--- config.mk ---
export PLATFORM = sky130hd
export DESIGN_NAME = dec_branch_resolve
export DESIGN_NICKNAME = d
export VERILOG_FILES = /design/src/rtl/dbr_pkg.sv /design/src/rtl/dbr_datapath.sv /design/src/rtl/dbr_control.sv /design/src/rtl/dec_branch_resolve.sv
export SDC_FILE = /design/constraint.sdc
export NUM_CORES = 1
export LEC_CHECK = 0
export ABC_CLOCK_PERIOD_IN_PS = 3190
export CORE_MARGIN = 8
export CORE_UTILIZATION = 48
export DETAILED_ROUTE_END_ITERATION = 8
export GPL_TIMING_DRIVEN = 0
export HOLD_SLACK_MARGIN = 0.08
export PLACE_DENSITY_LB_ADDON = 0.1
export SYNTH_ARGS = -nofsm -noshare
export SYNTH_HDL_FRONTEND = slang
export SYNTH_SLANG_ARGS = --single-unit
--- constraint.sdc ---
create_clock -name clk -period 3.19 [get_ports clk]
set_clock_uncertainty 0.15 [all_clocks]
set_input_delay 0.319 -clock clk [delete_from_list [all_inputs] [get_ports clk]]
set_output_delay 0.319 -clock clk [all_outputs]
set_load 0.005 [all_outputs]
--- src/rtl/dbr_pkg.sv ---
`timescale 1ns/1ps
package dbr_pkg;

  typedef enum logic [1:0] {
    POL_STALL      = 2'd0,
    POL_PREDICT_NT = 2'd1,
    POL_DELAY_SLOT = 2'd2,
    POL_STALL_ALT  = 2'd3
  } policy_e;

  typedef enum logic [1:0] {
    BK_NONE = 2'd0,
    BK_EQZ  = 2'd1,
    BK_NEZ  = 2'd2,
    BK_JUMP = 2'd3
  } brKind_e;

  // strobes from control to datapath
  typedef struct packed {
    logic selTarget;   // next fetch comes from the branch adder
    logic selRefetch;  // next fetch is the decode instruction's successor
    logic holdFetch;   // drop current fetch
    logic squash;      // load a no-op into IF/ID
  } pcStrobes_t;

endpackage

--- src/rtl/dbr_datapath.sv ---
`timescale 1ns/1ps
module dbr_datapath
  import dbr_pkg::*;
#(
  parameter int ADDR_W      = 32,
  parameter int REG_W       = 32,
  parameter int OFF_W       = 16,
  parameter int INSTR_BYTES = 4
) (
  input  logic              clk,
  input  logic              rstN,
  input  logic [ADDR_W-1:0] fetchPc,
  input  logic [REG_W-1:0]  regVal,
  input  logic [OFF_W-1:0]  brOffset,
  input  pcStrobes_t        strobes,
  output logic              regIsZero,
  output logic [ADDR_W-1:0] nextPc
);

  localparam int EXT_W = ADDR_W - OFF_W;
  localparam logic [ADDR_W-1:0] STEP = ADDR_W'(INSTR_BYTES);

  logic [ADDR_W-1:0] seqPc;
  logic [ADDR_W-1:0] decNpc;
  logic [ADDR_W-1:0] offExt;
  logic [ADDR_W-1:0] brTarget;

  // fetch-stage incrementer, reused as the fall-through address
  assign seqPc = fetchPc + STEP;

  // successor address of the instruction now entering decode
  always_ff @(posedge clk) begin
    if (!rstN) decNpc <= '0;
    else       decNpc <= seqPc;
  end

  generate
    if (EXT_W > 0) begin : g_sext
      assign offExt = {{EXT_W{brOffset[OFF_W-1]}}, brOffset};
    end else begin : g_trunc
      assign offExt = brOffset[ADDR_W-1:0];
    end
  endgenerate

  // dedicated decode-stage target adder and zero detector
  assign brTarget  = decNpc + offExt;
  assign regIsZero = (regVal == '0);

  always_comb begin
    if (strobes.selTarget)       nextPc = brTarget;
    else if (strobes.selRefetch) nextPc = decNpc;
    else                         nextPc = seqPc;
  end

endmodule

--- src/rtl/dbr_control.sv ---
`timescale 1ns/1ps
module dbr_control
  import dbr_pkg::*;
(
  input  logic       clk,
  input  logic       rstN,
  input  policy_e    policy,
  input  brKind_e    kind,
  input  logic       regIsZero,
  output pcStrobes_t strobes
);

  logic killSlot;
  logic liveBr;
  logic taken;

  // decode slot after a hold/squash (or out of reset) is a bubble
  always_ff @(posedge clk) begin
    if (!rstN) killSlot <= 1'b1;
    else       killSlot <= strobes.holdFetch | strobes.squash;
  end

  assign liveBr = !killSlot && (kind != BK_NONE);

  always_comb begin
    unique case (kind)
      BK_EQZ:  taken = regIsZero;
      BK_NEZ:  taken = !regIsZero;
      BK_JUMP: taken = 1'b1;
      default: taken = 1'b0;
    endcase
  end

  always_comb begin
    strobes = '0;
    if (liveBr) begin
      unique case (policy)
        POL_PREDICT_NT: begin
          strobes.selTarget = taken;
          strobes.squash    = taken;
        end
        POL_DELAY_SLOT: begin
          strobes.selTarget = taken;
        end
        default: begin
          strobes.holdFetch  = 1'b1;
          strobes.selTarget  = taken;
          strobes.selRefetch = !taken;
        end
      endcase
    end
  end

endmodule

--- src/rtl/dec_branch_resolve.sv ---
`timescale 1ns/1ps
module dec_branch_resolve
  import dbr_pkg::*;
#(
  parameter int ADDR_W      = 32,
  parameter int REG_W       = 32,
  parameter int OFF_W       = 16,
  parameter int INSTR_BYTES = 4
) (
  input  logic              clk,
  input  logic              rstN,
  input  logic [1:0]        modeSel,
  input  logic [ADDR_W-1:0] fetchPc,
  input  logic [1:0]        brKind,
  input  logic [REG_W-1:0]  regVal,
  input  logic [OFF_W-1:0]  brOffset,
  output logic [ADDR_W-1:0] nextPc,
  output logic              fetchHold,
  output logic              squashIfId
);

  pcStrobes_t strobes;
  logic       regIsZero;

  dbr_control u_control (
    .clk       (clk),
    .rstN      (rstN),
    .policy    (policy_e'(modeSel)),
    .kind      (brKind_e'(brKind)),
    .regIsZero (regIsZero),
    .strobes   (strobes)
  );

  dbr_datapath #(
    .ADDR_W      (ADDR_W),
    .REG_W       (REG_W),
    .OFF_W       (OFF_W),
    .INSTR_BYTES (INSTR_BYTES)
  ) u_datapath (
    .clk       (clk),
    .rstN      (rstN),
    .fetchPc   (fetchPc),
    .regVal    (regVal),
    .brOffset  (brOffset),
    .strobes   (strobes),
    .regIsZero (regIsZero),
    .nextPc    (nextPc)
  );

  assign fetchHold  = strobes.holdFetch;
  assign squashIfId = strobes.squash;

endmodule

==> metrics.md, run 1 <==
| Metric | Value |
|---|---|
| Pwr Total | around 1800 µW |
| Commonest cells post-synth | 51 x nand2_1, 42 x a21oi_1, 38 x nor2_1 |
| Internal | roughly 1100 µW |
| CTS tree | built |
| Dpl cell area | a little over 5000 µm² |
| CP Class | reg2out |
| Largest family of logic cells by synthesized area | simple AND/OR/NAND/NOR gates |
| Root Buffer | clkbuf_8 |
| Unrepaired setup endpoints after global routing | true |
| Clk pwr share | a little under a fifth |
| Crit-path max FO | 4 |
| Die Y | between 100 and 150 µm |
| Crit. End Element | output port |
| Drt total wl | about 18 mm |
| Ranking of synthesized cells by area | dfxtp_1 17%, ha_1 11%, xnor2_1 6.3% |
| Cell Rows | 32 |
| Critical path arrival | approximately 3100 ps |
| Yosys top cell by area | dfxtp_1 |
| HP Class | in2reg |
| DRC | 0 |
| Layout cells sized above 1 | 30.18% |
| Worst EP required | 2720 ps |
| Synth Flop Type | dfxtp_1 |
| Starting Density | approximately 50% |
| Syn. warnings | 0 |
| Netlist Area Pre-Place | 3874 µm² |
| N_diodes | 0 |
| Fin nets | around 830 |
| Antenna Nets Post-Route | 0 |
| Top cell type's share of synthesized area | 17.05% |
| CTS Buffer Depth | 2 |
| Remaining Overflow, GRT | 0 |
| Worst Slack Setup Final | -376.9 ps |
| Core area | around 7800 µm² |
| Final worst-path cycle share | 111.8% |
| Synth Net Count | between 600 and 700 |
| Max-cap violations | 0 |
| Leakage | ~0.0029 µW |
| Detail Placement HPWL | roughly 11 mm |
| Vias in the first global route | about 4700 |
| Worst setup SP type | register |
| Max H-tree Level | 2 |
| Switch share | between 30% and 40% |
| Pins Over Slew Limit | 0 |
| Global-route wire length before repair | 24.23 mm |
| Wire per inst | 22.73 µm |
| Clock sink total | 33 |
| Max transition margin | between 40% and 50% |
| Syn_area_per_cell | roughly 7.4 µm² |
| Via-per-instance ratio | between 6 and 7 |
| Share of power burned in registers | 25.2% |
| Routed vias | 5319 |
| GPL Wtd Cong | about 0.95 |
| Die width | approximately 110 µm |
| Reg clk slew, reported paths | ~70 ps |
| Top-Level Pins | 120 |
| Clock Latency Late Sink | slightly below 300 ps |
| Achievable clock frequency | roughly 280 MHz |
| DRT iter0 DRCs | roughly 470 |
| Die area | ~11000 µm² |
| Post-synthesis simple-gate area fraction | 28.04% |
| Antenna violations before repair | 0 |
| Worst-Margin Slew | just under 800 ps |
| Total iterations of the first detailed-routing run | 6 |
| Final Cell Area | around 6500 µm² |
| Largest net degree at the start of global routing | 18 |
| CTS Buf Count | 5 |
| Net Sw Power | 717.2 µW |
| Minimum clock period | between 3000 and 4000 ps |
| Synth cell types | 59 |
| Part of the power in combinational logic | 56.5% |
| Synth Area in Adders | between 10% and 20% |
| Final hold vios | 0 |
| Most frequent cell after synthesis | nand2_1 |
| Post-synthesis mux area share | under 10% |
| Layout overhead on the synthesized area | 67.86% |
| Pwr/cell area | between 200 and 300 nW/µm² |
| Tot GR Track Use | roughly a quarter |
| Post-Synth XOR/XNOR Area | approximately an eighth |
| Post-synth EDFFs | 0 |
| Sequential fraction of the synthesis area | approximately 17% |
| Setup violations, final | 14 |
| Synth Register Bits | 33 |
| Max IR drop VDD | roughly 180 µV |
| Reg2reg start | u_control.killSlot$_SDFF_PN1_ |
| CP Launch Point | u_datapath.decNpc[0]$_SDFF_PN0_ |
| Status | complete, but fails checks |
| Failing checks | negative setup slack |
| Async S/R FF share, synth | 0% |
| Port Buffers | roughly 120 |
| Compound-Gate Fraction of Synth Area | 27.16% |
| Hold Path Origin | fetchPc[2] |
| Post-synthesis cell count | around 520 |
## registers in the layout (all words and copies together) (netlist names)
register            cells
u_control.killSlot      1
u_datapath.decNpc      32
## power groups by stage
| stage | registers [µW] | clock network (µW) | logic [µW] |
|---|---|---|---|
| CTS | 454 | 328 | 846 |
| finish | 458 | 332 | 1030 |
| global placement | 458 | 0 | 772 |
| floorplan | 455 | 0 | 426 |
| detailed placement | 459 | 0 | 783 |
| global route | 460 | 348 | 1090 |
## metal layers
layer / up-vias / share of wire, % / global-route usage, %
met5: - / 0 / 0
met1: 2435 / 37 / 32.09
li1: 2312 / - / -
met2: 457 / 46 / 44.46
met3: 115 / 11 / 5.725
met4: 0 / 5.4 / 10.15
## timing repair
action	in CTS	in global routing
pin swaps	38	69
hold buffers	0	0
gates resized for setup	181	138
cloned	0	1
setup endpoints to repair	33	31
buffers inserted	24	37
## cells by family after synthesis
kind of cell	count (synthesis)
AO/OA/AOI/OAI	159
buffers and inverters	36
flip-flops	33
multiplexers	4
XOR/XNOR	53
adder cells (fa/ha/maj)	34
AND/OR/NAND/NOR	204
## final timing paths
path,endpoint,slack (ps),cells past startpoint
worst max-delay path,nextPc[24],-380,12
worst min-delay path,u_datapath.decNpc[2]$_SDFF_PN0_,280,2
worst max register to register,u_control.killSlot$_SDFF_PN1_,990,5
worst min register to register,u_control.killSlot$_SDFF_PN1_,1020,4
## cell usage in the layout (no fill, tap or decap), drive strengths merged, types with 19 or more instances in the layout
| cell | netlist | final |
|---|---|---|
| and2 | 19 | 19 |
| clkdlybuf4s50 | 0 | 54 |
| nand2 | 51 | 51 |
| buf | 4 | 81 |
| a21oi | 42 | 42 |
| ha | 33 | 33 |
| nor2b | 22 | 22 |
| dfxtp | 33 | 33 |
| dlymetal6s2s | 0 | 26 |
| xor2 | 25 | 25 |
| o21ai | 36 | 36 |
| xnor2 | 28 | 28 |
| clkbuf | 18 | 35 |
| nor2 | 38 | 38 |
## worst max-delay path, cell delays in order (launching register included)
cell and delay, ps:
dfxtp_2 340, ha_4 160, fa_2 360, a211oi_2 290
o21a_1 210, nor3b_2 70, a221o_1 430, buf_6 150
a21oi_4 150, o21bai_1 100, xnor2_1 140, a221oi_2 250
buf_2 150
## area by class of cell
cell class              count  area [µm²]
well taps                 102       127.6
flip-flops and latches     33       675.6
clock buffers               8       80.08
multi-input cells         454        3740
repair buffers            179        1619
fillers                   452        1265
plain buffers              21       207.7
inverters                  14       52.55
## through the flow
step / hold slack [ps] / std cells / utilization (%) / worst slack (ps) / setup TNS (ps)
2_1_floorplan: 240.6 / 523 / - / 174.7 / 0
3_3_place_gp: 769.7 / 744 / 66.85 / -1464 / -28270
3_5_place_dp: 767.2 / 744 / 66.85 / -1405 / -29190
4_1_cts: 287.3 / 774 / 74.98 / -303.2 / -1838
5_1_grt: 308.9 / 811 / 83.71 / -504.9 / -5470
6_report: 277.8 / 811 / 83.71 / -376.9 / -3340
No activity file was read; power rests on OpenSTA's default activity.
==> run 2: changes to the inputs <==
Settings changed: CTS_CLUSTER_DIAMETER set to 50.
==> results of run 2 <==
The final DEF is identical to that of run 1; final timing and power are the same.
==> run 3: changes to the inputs <==
Settings changed: SKIP_LAST_GASP set to 1.
==> metrics.md, run 3 (synthesis results as in run 1) <==
| Metric | Value |
|---|---|
| Max IR drop VDD | between 200 and 250 µV |
| Top Registers | u_datapath.decNpc: 32 flops, u_control.killSlot: 1 flops |
| Port Buffers | around 120 |
| Worst-Margin Slew | roughly 770 ps |
| Die width | around 110 µm |
| Wire per inst | ~22 µm |
| Routed vias | just over 5000 |
| CP Class | reg2out |
| Placed Cells | 744 |
| Most frequent cells in the layout | 60 x clkdlybuf4s50_1, 48 x nand2_1, 47 x buf_4 |
| Unrepaired setup endpoints after global routing | true |
| Final worst-path cycle share | 113.0% |
| Max transition margin | between 40% and 50% |
| Worst hold path cell count | 2 |
| Critical path arrival | 3140 ps |
| Die area | roughly 11000 µm² |
| Max-cap violations | 0 |
| Layout overhead on the synthesized area | 65.05% |
| Setup violations, final | 13 |
| Reg clk slew, reported paths | ~70 ps |
| Largest net degree at the start of global routing | 18 |
| Clock Latency Late Sink | approximately 290 ps |
| Core area | ~7800 µm² |
| Remaining Overflow, GRT | 0 |
| Post-CTS Hold Buffers | 0 |
| CTS tree | built |
| Global-route wire length before repair | between 20 and 25 mm |
| FF-to-FF setup slack | between 900 and 1000 ps |
| Die Y | between 100 and 150 µm |
| CP peak stage delay | approximately 440 ps |
| Achievable clock frequency | 277.3 MHz |
| Minimum clock period | 3606 ps |
| Drt total wl | 17.45 mm |
| Tot GR Track Use | a little over a quarter |
| Worst r2r path cells | 5 |
| DRC | 0 |
| Layout cells sized above 1 | between 20 and 30% |
| Worst setup SP type | register |
| Pwr/cell area | roughly 280 nW/µm² |
| Detail Placement HPWL | 11.19 mm |
| Commonest non-fill, non-tap cell in the layout | clkdlybuf4s50_1 |
| Cells along the critical path | ha_4, fa_2, a211oi_2, o21a_1, nor3b_2, a221o_1, buf_6, a21oi_4, o21ai_1, xnor2_1, a21oi_1, buf_2 |
| Starting Density | 49.87% |
| CTS Buffer Depth | 2 |
| Cell Rows | 32 |
| Antenna Nets Post-Route | 0 |
| Top-Level Pins | 120 |
| GPL Wtd Cong | about 0.95 |
| Pwr Total | approximately 1800 µW |
| Crit-path max FO | 4 |
| Crit. End Element | output port |
| Status | complete, but fails checks |
| Largest register FFs | 32 |
| Total iterations of the first detailed-routing run | 7 |
| Worst Slack Setup Final | -415.7 ps |
| HP Class | in2reg |
| Vias in the first global route | approximately 4700 |
| Worst path slowest cell | a221o_1 |
| Worst EP required | around 2700 ps |
| Failing checks | negative setup slack |
| Leakage | between 0.002 and 0.003 µW |
| CTS Buf Count | 5 |
| Most flops, register | u_datapath.decNpc |
| Pins Over Slew Limit | 0 |
| Via-per-instance ratio | about 6.4 |
| N_diodes | 0 |
| Antenna violations before repair | 0 |
| Final hold vios | 0 |
| Max H-tree Level | 2 |
| DRT iter0 DRCs | between 400 and 500 |
| Root Buffer | clkbuf_8 |
| Final Non-Filler Cells | approximately 810 |
| Clock sink total | 33 |
| Fin nets | around 820 |
| Fin Setup TNS | -3219 ps |
==> run 3: changes by cell type in the layout (fill, tap and decap cells not counted), sizes merged <==
cell           before  now
clkdlybuf4s15       1    2
buf                81   71
clkdlybuf4s50      54   60
dlymetal6s2s       26   27
clkbuf             35   31
==> run 3: final timing paths <==
kind                                endpoint                            start
max                               nextPc[28]  u_datapath.decNpc[0]$_SDFF_PN0_
max reg2reg    u_control.killSlot$_SDFF_PN1_    u_control.killSlot$_SDFF_PN1_
min reg2reg    u_control.killSlot$_SDFF_PN1_    u_control.killSlot$_SDFF_PN1_
min          u_datapath.decNpc[2]$_SDFF_PN0_                       fetchPc[2]
==> run 3: worst max-delay path, delay by kind of cell, from the launching register on <==
family / cells / cell delay [ps]
fa+ha+maj: 2 / 520
flops: 1 / 340
buf+inv: 2 / 310
xor+xnor: 1 / 250
compound gates: 6 / 1340
simple gates: 1 / 70
==> run 3: per-layer routing <==
layer | share of wire (%) | up-vias | global-route usage (%) | wire length (µm)
li1 | - | 2301 | - | -
met4 | 4.1 | 0 | 8.543 | 724
met5 | 0 | - | 0 | 0
met1 | 40 | 2422 | 32.15 | 7023
met3 | 9.4 | 71 | 5.907 | 1638
met2 | 46 | 365 | 45.08 | 8067
==> run 3: layout make-up <==
cell class                      count  area, µm²
Buffer                             21      206.4
Tap cell                          102      127.6
Timing Repair Buffer              173       1599
Sequential cell                    33      673.1
Clock buffer                        8      80.08
Inverter                           14      52.55
Multi-Input combinational cell    454       3655
Fill cell                         482       1374
==> run 3: what timing repair did <==
item,4_1_cts,5_1_grt
setup buffers,24,30
setup endpoints to repair,33,31
gates resized for setup,156,120
pin swaps,38,55
cloned,0,2
==> run 3: report_power, final <==
| group | switching (µW) | internal [µW] | total [µW] |
|---|---|---|---|
| clock network | 178 | 156 | 334 |
| registers | 21.9 | 436 | 458 |
| logic | 489 | 491 | 980 |
==> run 3: per-stage QoR <==
step	setup slack [ps]	utilization (%)	hold WS (ps)	instance area [µm²]
6_report	-415.7	82.31	278.8	6394
5_1_grt	-503.8	82.31	305.6	6394
4_1_cts	-321.3	74.73	287.3	5804
3_5_place_dp	-1405	66.85	767.2	5192
3_3_place_gp	-1464	66.85	769.7	5192
2_1_floorplan	174.7	-	240.6	3874
